$ cat src/rtl/lctimer_pkg.sv
package lctimer_pkg;
  typedef enum logic [1:0] {
    MODE_CPU  = 2'd0,
    MODE_USER = 2'd1,
    MODE_SYS  = 2'd2
  } tmode_e;

  localparam logic [2:0] OFS_LIM_CLR  = 3'd0;
  localparam logic [2:0] OFS_CNT_HI   = 3'd1;
  localparam logic [2:0] OFS_LIM_KEEP = 3'd2;
  localparam logic [2:0] OFS_CNT_LO   = 3'd3;
  localparam logic [2:0] OFS_CTRL     = 3'd4;
  localparam logic [2:0] OFS_MODE     = 3'd5;
endpackage

$ cat src/rtl/lctimer_presc.sv
module lctimer_presc #(
  parameter int DIV = 25
) (
  input  logic clk,
  input  logic rst_n,
  input  logic run,
  input  logic restart,
  output logic tick
);
  localparam int PW = (DIV > 1) ? $clog2(DIV) : 1;

  logic [PW-1:0] pre_q, pre_d;

  assign tick = run && (pre_q == PW'(DIV - 1));

  always_comb begin
    pre_d = pre_q;
    if (restart)  pre_d = '0;
    else if (run) pre_d = tick ? '0 : pre_q + 1'b1;
  end

  always_ff @(posedge clk or negedge rst_n) begin
    if (!rst_n) pre_q <= '0;
    else        pre_q <= pre_d;
  end

  generate
    if (DIV > 1) begin : g_gap
      AST_TICK_GAP: assert property (@(posedge clk) disable iff (!rst_n)
        tick |=> !tick);
    end
  endgenerate
endmodule

$ cat src/rtl/lctimer_count.sv
module lctimer_count #(
  parameter int CNT_W = 64,
  parameter int SHIFT = 9
) (
  input  logic             clk,
  input  logic             rst_n,
  input  logic             tick,
  input  logic             clr,
  input  logic             wrap_en,
  input  logic [31:0]      limit,
  output logic [CNT_W-1:0] cnt,
  output logic             hit
);
  logic [CNT_W-1:0] cnt_q, cnt_d, lim_eff;

  assign lim_eff = CNT_W'(limit >> SHIFT);
  assign hit     = tick && !clr && (lim_eff != '0) && (cnt_q + 1'b1 == lim_eff);
  assign cnt     = cnt_q;

  always_comb begin
    cnt_d = cnt_q;
    if (clr)       cnt_d = '0;
    else if (tick) cnt_d = (hit && wrap_en) ? '0 : cnt_q + 1'b1;
  end

  always_ff @(posedge clk or negedge rst_n) begin
    if (!rst_n) cnt_q <= '0;
    else        cnt_q <= cnt_d;
  end

  AST_CNT_HOLD: assert property (@(posedge clk) disable iff (!rst_n)
    (!tick && !clr) |=> $stable(cnt_q));
  AST_CNT_CLR: assert property (@(posedge clk) disable iff (!rst_n)
    clr |=> (cnt_q == '0));
  AST_CNT_WRAP: assert property (@(posedge clk) disable iff (!rst_n)
    (hit && wrap_en) |=> (cnt_q == '0));
endmodule

$ cat src/rtl/lctimer_regs.sv
module lctimer_regs
  import lctimer_pkg::*;
#(
  parameter int     CNT_W     = 64,
  parameter tmode_e INIT_MODE = MODE_CPU
) (
  input  logic             clk,
  input  logic             rst_n,
  input  logic             wr_en,
  input  logic             rd_en,
  input  logic [2:0]       addr,
  input  logic [31:0]      wdata,
  input  logic [CNT_W-1:0] cnt,
  input  logic             hit,
  output logic [31:0]      rdata,
  output logic             irq,
  output logic             run,
  output logic [31:0]      limit,
  output logic             ctr_clr,
  output logic             wrap_en
);
  tmode_e      mode_q, mode_d;
  logic [31:0] limit_q, limit_d, lo_q, lo_d, rdata_q, rdata_d;
  logic        run_q, run_d, irq_q, irq_d, reached_q, reached_d;
  logic        user, wr_lim0, wr_lim2, wr_mode, wr_ctrl, ack, enter_user;

  assign user       = (mode_q == MODE_USER);
  assign wr_lim0    = wr_en && (addr == OFS_LIM_CLR);
  assign wr_lim2    = wr_en && (addr == OFS_LIM_KEEP);
  assign wr_mode    = wr_en && (addr == OFS_MODE);
  assign wr_ctrl    = wr_en && (addr == OFS_CTRL);
  assign ack        = rd_en && (addr == OFS_LIM_CLR) && !user;
  assign enter_user = (mode_d == MODE_USER) && !user;

  always_comb begin
    mode_d = mode_q;
    if (wr_mode && (mode_q == MODE_CPU || mode_q == MODE_USER))
      mode_d = wdata[0] ? MODE_USER : MODE_CPU;

    limit_d = limit_q;
    if (wr_lim0 || wr_lim2) limit_d = wdata;
    if (enter_user)         limit_d = '1;

    run_d = wr_ctrl ? wdata[0] : run_q;

    reached_d = reached_q;
    if (ack) reached_d = 1'b0;
    if (hit) reached_d = 1'b1;

    irq_d = irq_q;
    if (ack || wr_lim0)  irq_d = 1'b0;
    if (hit && !user)    irq_d = 1'b1;
    if (enter_user)      irq_d = 1'b0;

    lo_d = lo_q;
    if (rd_en && addr == OFS_CNT_HI) lo_d = cnt[31:0];

    rdata_d = rdata_q;
    if (rd_en) begin
      case (addr)
        OFS_LIM_CLR,
        OFS_LIM_KEEP: rdata_d = user ? limit_q : {1'b0, limit_q[30:0]};
        OFS_CNT_HI:   rdata_d = 32'(cnt >> 32);
        OFS_CNT_LO:   rdata_d = lo_q;
        OFS_CTRL:     rdata_d = {reached_q, 30'd0, run_q};
        OFS_MODE:     rdata_d = {30'd0, mode_q};
        default:      rdata_d = '0;
      endcase
    end
  end

  always_ff @(posedge clk or negedge rst_n) begin
    if (!rst_n) begin
      mode_q    <= INIT_MODE;
      limit_q   <= '0;
      run_q     <= 1'b0;
      irq_q     <= 1'b0;
      reached_q <= 1'b0;
      lo_q      <= '0;
      rdata_q   <= '0;
    end else begin
      mode_q    <= mode_d;
      limit_q   <= limit_d;
      run_q     <= run_d;
      irq_q     <= irq_d;
      reached_q <= reached_d;
      lo_q      <= lo_d;
      rdata_q   <= rdata_d;
    end
  end

  assign rdata   = rdata_q;
  assign irq     = irq_q;
  assign run     = run_q;
  assign limit   = limit_q;
  assign ctr_clr = wr_lim0;
  assign wrap_en = !user;

  AST_USER_QUIET: assert property (@(posedge clk) disable iff (!rst_n)
    (mode_q == MODE_USER) |-> !irq_q);
  AST_ACK_DROP: assert property (@(posedge clk) disable iff (!rst_n)
    (rd_en && addr == OFS_LIM_CLR && mode_q != MODE_USER && !hit) |=> (!irq_q && !reached_q));
  AST_SYS_LOCK: assert property (@(posedge clk) disable iff (!rst_n)
    (mode_q == MODE_SYS) |=> (mode_q == MODE_SYS));
  AST_HIT_RAISE: assert property (@(posedge clk) disable iff (!rst_n)
    (hit && mode_q != MODE_USER && !(wr_en && addr == OFS_MODE)) |=> (irq_q && reached_q));
  AST_KEEP_IRQ: assert property (@(posedge clk) disable iff (!rst_n)
    (wr_en && addr == OFS_LIM_KEEP && !hit && !rd_en) |=> $stable(irq_q));
endmodule

$ cat src/rtl/lctimer.sv
module lctimer
  import lctimer_pkg::*;
#(
  parameter int     TICK_DIV  = 25,
  parameter int     CNT_W     = 64,
  parameter int     LIM_SHIFT = 9,
  parameter tmode_e INIT_MODE = MODE_CPU
) (
  input  logic        clk,
  input  logic        rst_n,
  input  logic        wr_en,
  input  logic        rd_en,
  input  logic [2:0]  addr,
  input  logic [31:0] wdata,
  output logic [31:0] rdata,
  output logic        irq
);
  logic             run, tick, ctr_clr, wrap_en, hit;
  logic [31:0]      limit;
  logic [CNT_W-1:0] cnt;

  lctimer_presc #(.DIV(TICK_DIV)) u_presc (
    .clk(clk), .rst_n(rst_n), .run(run), .restart(ctr_clr), .tick(tick)
  );

  lctimer_count #(.CNT_W(CNT_W), .SHIFT(LIM_SHIFT)) u_count (
    .clk(clk), .rst_n(rst_n), .tick(tick), .clr(ctr_clr), .wrap_en(wrap_en),
    .limit(limit), .cnt(cnt), .hit(hit)
  );

  lctimer_regs #(.CNT_W(CNT_W), .INIT_MODE(INIT_MODE)) u_regs (
    .clk(clk), .rst_n(rst_n), .wr_en(wr_en), .rd_en(rd_en), .addr(addr),
    .wdata(wdata), .cnt(cnt), .hit(hit), .rdata(rdata), .irq(irq),
    .run(run), .limit(limit), .ctr_clr(ctr_clr), .wrap_en(wrap_en)
  );
endmodule

$ cat config.mk
export PLATFORM = sky130hd
export DESIGN_NAME = lctimer
export DESIGN_NICKNAME = d
export VERILOG_FILES = /design/src/rtl/lctimer_pkg.sv /design/src/rtl/lctimer_presc.sv /design/src/rtl/lctimer_count.sv /design/src/rtl/lctimer_regs.sv /design/src/rtl/lctimer.sv
export SDC_FILE = /design/constraint.sdc
export NUM_CORES = 1
export LEC_CHECK = 0
export ABC_AREA = 0
export BUFFER_PORTS_ARGS = -buffer_cell sky130_fd_sc_hd__buf_4
export CORE_ASPECT_RATIO = 1.75
export CORE_MARGIN = 5
export CORE_UTILIZATION = 37
export DETAILED_ROUTE_END_ITERATION = 12
export MAX_ROUTING_LAYER = met4
export PLACE_DENSITY = 0.52
export SYNTH_ARGS = -nofsm -noshare
export SYNTH_HDL_FRONTEND = slang
export SYNTH_SLANG_ARGS = --single-unit
$ cat constraint.sdc
create_clock -name clk -period 3.8 [get_ports clk]
set_input_delay 0.19 -clock clk [delete_from_list [all_inputs] [get_ports clk]]
set_output_delay 0.19 -clock clk [all_outputs]
set_load 0.02 [all_outputs]
---- Word level (Yosys, flattened, before mapping) ----
Index checks and enable logic that the tools add are counted.
operators by class
  reductions and logical operators ........ 28
  add/subtract/negate cells ............... 2
  mux-type cells .......................... 17
  equality and inequality tests ........... 9
operators with widths
  kind                                                  count
  2-to-1 mux 64 bit                                     3
  one-hot mux 32 bit (5 select lines)                   1
  2-to-1 mux 32 bit                                     3
  adder 64 x 1 -> 64 bit (second input constant)        1
  equality test 64 x 23 -> 1 bit                        1
  nonzero test 64 bit                                   1
  2-to-1 mux 5 bit                                      3
  logical AND 1 bit                                     14
  nonzero test 2 bit                                    4
  equality test 3 x 2 -> 1 bit (second input constant)  2
  equality test 3 bit (second input constant)           2
  2-to-1 mux 1 bit                                      6
  adder 5 x 1 -> 5 bit (second input constant)          1
  equality test 5 bit (second input constant)           1
  equality test 2 x 1 -> 1 bit (second input constant)  2
  equality test 3 x 1 -> 1 bit (second input constant)  1
  logical NOT 3 bit                                     1
  logical OR 1 bit                                      3
  nonzero test 3 bit                                    1
  logical NOT 1 bit                                     2
  logical NOT 2 bit                                     1
  2-to-1 mux 2 bit                                      1
  OR reduction 2 bit                                    1
storage, ports and cells
  output and inout bits ................... 33
  register bits ........................... 170

---- Longest topological paths before layout ----
  depth in word-level cells ............... 10
  gate-level depth with buffers ........... 13
  mapped depth without buffers ............ 10

---- Modules after synthesis ----
From an unflattened synthesis, not the netlist that was laid out.
unflattened totals
  cells, all modules ...................... 1153
  area total of the unflattened synthesis .. 10795.4 um2
by module, submodules not included
  module         cells each  instances  area each (um2)
  lctimer_count  698         1          5753.0
  lctimer_regs   423         1          4762.1
  lctimer_presc  32          1          280.3

---- Worst setup path before layout ----
No wires, ideal clock.
  kind .................................... register to register
  from .................................... register u_count.cnt_q[0], in the netlist u_count.cnt[0]
  to ...................................... register u_count.cnt_q[16], in the netlist u_count.cnt[16]
  slack ................................... 0.631 ns
  data arrival time ....................... 3.050 ns
  setup time .............................. 0.119 ns
  clock period less this slack ............ 3.169 ns
  cell stages (with the launch flop) ...... 13
  cells stage by stage .................... dfrtp_1 ha_1 and3_1 clkbuf_1 nand3_1 or4_1 o31ai_1 o211ai_1 nor4_2 nand4_2 o21ai_4 buf_6 nor2_1
on the way
  longest elaborated chain between the ends .. 7
ends and longest elaborated chain
  element                             RTL line                                  source
  start: declaration                  lctimer_count.sv:14                       logic [CNT_W-1:0] cnt_q, cnt_d, lim_eff;
  start signal: assignment            lctimer_count.sv:28                       else cnt_q <= cnt_d;
  adder 64 x 1 -> 64 bit (*)          lctimer_count.sv:17, lctimer_count.sv:23
  equality test 64 x 23 -> 1 bit      lctimer_count.sv:17                       assign hit = tick && !clr && (lim_eff != '0) && (cnt_q + 1'b1 == lim_eff);
  logical AND 1 bit                   lctimer_count.sv:17
  logical AND 1 bit                   lctimer_count.sv:23                       else if (tick) cnt_d = (hit && wrap_en) ? '0 : cnt_q + 1'b1;
  2-to-1 mux 64 bit (*) (2 in a row)  lctimer_count.sv:23
  2-to-1 mux 64 bit (*)               lctimer_count.sv:22                       if (clr) cnt_d = '0;
Mark *: on every way between the ends. The rest lies on a longest branch, timed or not. The select of a mux whose other input is x is not followed.
A chain may end at the register's enable or synchronous reset.

---- Worst setup path in the final report ----
  from .................................... register u_count.cnt_q[34], in the netlist u_count.cnt[34]
  to ...................................... register u_count.cnt_q[14], in the netlist u_count.cnt[14]
on the way
  longest elaborated chain between the ends .. 7
ends and longest elaborated chain
  element                         RTL line
  adder 64 x 1 -> 64 bit          lctimer_count.sv:17
  equality test 64 x 23 -> 1 bit  lctimer_count.sv:17
  logical AND 1 bit               lctimer_count.sv:17
  logical AND 1 bit               lctimer_count.sv:23
  2-to-1 mux 64 bit (2 in a row)  lctimer_count.sv:23
  2-to-1 mux 64 bit               lctimer_count.sv:22
Every way passes these cells. The select of a mux whose other input is x is not followed.

==> reports/results.ini <==
[route]
drt_wl_total_um = 41800
avgViaCountPerCell = 5.71
num_vias = 9735
wire_per_inst_um = 24.5
post-route-drc-count = 0
ant_nets = 0
drt-initial-drc-count = 621
drt_pass1_iterations = 8

[finish]
drive_above_1_share_pct = 18.3
antennaDiodeCount = 0
final_cells = 1704
final_area_um2 = 12500
layout.nets = 1360
syn_to_final_growth_pct = 20.7
fillerInstances = 2831

[placed_design]
place_ws_ps = 123
io_buffers = 71
dp.cells = 1639
placed_cell_area_um2 = 11600
place_hpwl_um = 32200
gp_congestion = 1.02

[clock_tree]
cts_buffer_depth = 2
cts_tree = yes
insertion_delay_ps = 460
htree_num_levels = 4
root_buffer = clkbuf_16
cts.reportedPaths.clkPinSlew_ps = 70
clkSinkCount = 170
postCtsSetupRepairBufs = 0
numCtsBuffers = 17

[floorplanning]
dieWidth_um = 137
die_h_um = 232
ioPinCount = 72
start_util_pct = 37.3
num_rows = 81
dieArea_um2 = 31600
core_um2 = 27900

[critical_path]
crit_path_max_incr_delay_ps = 620
r2r_end = u_count.cnt[14]$_DFFE_PN0P_
timing.rr.start = u_count.cnt[34]$_DFFE_PN0P_
path_delay_family = simple AND/OR/NAND/NOR gates
r2r_slack_ps = 250
reg2reg_depth = 11
crit_path_start_kind = flop
cp-end-kind = flop
slowest_stage = or4_1
worstPathRequired_ps = 4150
crit_buf_inv = 2
crit_chain = nand4_1 > or4_1 > nor4_1 > buf_4 > mux2i_1 > o21ai_0 > nor4_1 > nand4_2 > o21ai_4 > buf_12 > nor2_1
crit_start = u_count.cnt[34]$_DFFE_PN0P_
critPathArrivalTime_ps = 3900
path_max_fanout = 19
cpMostUsedCell = nor4_1
criticalPathCategory = flop to flop

[worst_hold_path]
min_from = addr[2]
hold_depth = 3
hold_class = input port to flop
min_to = u_regs.rdata[0]$_DFFE_PN0P_

[global_routing]
grt_pass1_vias = 10000
globalRouteTotalUtil_pct = 28.1
grt_max_degree = 77
grt_pass1_wl_um = 63400
grt-ovfl-total = 0
antenna_found_initial = 0

[sta]
setup_ws_ps = 251
setup_viol = 0
fin_crit_ps = 3550
slew-limit-headroom_pct = 21.8
tightest_slew_ps = 1170
slew_violations = 0
rsz0062_at_grt = false
finalHoldViolCount = 0
final.setup_skew_ps = 19.3
setup_tns_ps = 0
timing.fmax_ghz = 0.282
period_share_pct = 93.4

[yosys]
synth_top_cell_area_share_pct = 41.0
yosysWarnings = 0
syn_nets = 1252
synthTopCellsByArea = dfrtp_1 (41%), xnor2_1 (5.3%), nand2_1 (4.8%)
yosysMostFrequentCell = dfrtp_1
synthesis.area_um2 = 10400
syn_area_per_cell_um2 = 8.58
ys.flop_type = dfrtp_1
ys_seq_area_share_pct = 41.0
asyncSetResetFlopFracSynth_pct = 100
synth_top_cell_by_area = dfrtp_1
synth_edf_count = 0
synth_common_cells = dfrtp_1 (170), nand2_1 (132), nor2_1 (131), nand3_1 (76), clkbuf_1 (69)
postSynthCellCount = 1210
netlist-cell-type-count = 65
ys_seq_elements = 170

[run_status]
status = completed

[power_and_ir_drop]
p_leak_nw = 5.34
ir_drop_uv = 322
power.density_nw_per_um2 = 409

[run]
maxCapViolCount = 0

layout make-up:
class / instances / area [um^2] / share of cell area (%)
multi-input cells: 899 / 5550 / 44.3
flip-flops and latches: 170 / 4250 / 34.0
repair buffers: 188 / 1520 / 12.2
well taps: 373 / 467 / 3.73
clock buffers: 20 / 447 / 3.57
inverters: 42 / 158 / 1.26
clock inverters: 12 / 129 / 1.03
flip-flops by register name, indices dropped and copies added (netlist names):
name and flops:
u_regs.limit 32, u_regs.rdata 32, u_regs.run 1, u_regs.reached_q 1
u_count.cnt 64, u_regs.mode_q 2, u_regs.lo_q 32, u_regs.irq 1
u_presc.pre_q 5
timing repair:
action | CTS | global route
hold endpoints to repair | 97 | 0
resized for setup | 0 | 1
hold buffers | 33 | 0
setup endpoints to repair | 0 | 19
power by group:
part	internal (mW)	leakage [nW]	switching (mW)
Sequential	2.04	2.25	0.294
Clock	0.942	0.282	0.825
Combinational	0.469	2.81	0.552
kinds of logic (layout without fill, tap and decap cells):
kind of cell	count (synthesis)	in the layout	share of synthesized area (%)
and+or+nand+nor	568	568	27.6
muxes	75	75	7.69
DFF	170	170	41.0
AOI/OAI and AO/OA	152	152	9.21
adders and majority gates	3	3	0.362
xor gates and xnor gates	101	101	8.52
buffers and inverters	141	262	5.69
how the worst max path moves through the flow:
| stage | slack (ps) | end | cells after the start |
|---|---|---|---|
| floorplan | 630 | u_count.cnt[16]$_DFFE_PN0P_ | 12 |
| global placement | 160 | u_count.cnt[22]$_DFFE_PN0P_ | 10 |
| detailed placement | 120 | u_count.cnt[14]$_DFFE_PN0P_ | 10 |
| CTS | 120 | u_count.cnt[14]$_DFFE_PN0P_ | 10 |
| global route | 70 | u_count.cnt[14]$_DFFE_PN0P_ | 12 |
| finish | 250 | u_count.cnt[14]$_DFFE_PN0P_ | 11 |
worst register-to-register path, stage by stage (launching register included):
cell and delay, ps:
dfrtp_1 550, nand4_1 290, or4_1 630, nor4_1 270, buf_4 180, mux2i_1 260
o21ai_0 240, nor4_1 350, nand4_2 210, o21ai_4 200, buf_12 170, nor2_1 80
placed cells by master (no fill, tap or decap), drive strengths merged, types with 3 or more instances in the layout:
cell type | synthesis | layout
dfrtp | 170 | 170
or2 | 7 | 7
nand2b | 6 | 6
and4 | 18 | 18
a211oi | 3 | 3
o21a | 3 | 3
nand3 | 76 | 76
inv | 41 | 48
mux2 | 38 | 38
a2111oi | 4 | 4
a21oi | 52 | 52
o2111ai | 3 | 3
xor2 | 38 | 38
nor4 | 38 | 38
nand3b | 3 | 3
buf | 28 | 155
xnor2 | 63 | 63
and2 | 10 | 10
and3 | 18 | 18
dlygate4sd3 | 0 | 33
nor2 | 132 | 132
nor3 | 40 | 40
or3 | 16 | 16
ha | 3 | 3
nand4 | 47 | 47
nor3b | 3 | 3
o22ai | 32 | 32
a31oi | 6 | 6
nand2 | 132 | 132
clkbuf | 71 | 20
o21ai | 26 | 26
mux2i | 37 | 37
or4 | 12 | 12
o31ai | 3 | 3
nor2b | 3 | 3
clkinv | 1 | 4
o211ai | 3 | 3
per-layer routing:
metal | GRT usage, % | wire length [um] | share of wire [%] | vias up
met3 | 4.19 | 1430 | 3.4 | 120
met2 | 48.9 | 22300 | 53 | 326
met4 | 15.5 | 2680 | 6.4 | 0
li1 | - | - | - | 4479
met5 | - | 0 | 0 | -
met1 | 30.3 | 15400 | 37 | 4810
per-stage QoR:
stage	hold WS [ps]	util (%)	power, mW
after floorplan	-106	-	2.90
after global placement	216	41.7	3.36
after detailed placement	223	41.7	3.37
after CTS	117	44.9	5.17
after global routing	145	45.0	5.37
final	149	45.0	5.12
No activity file was read; power rests on OpenSTA's default activity.
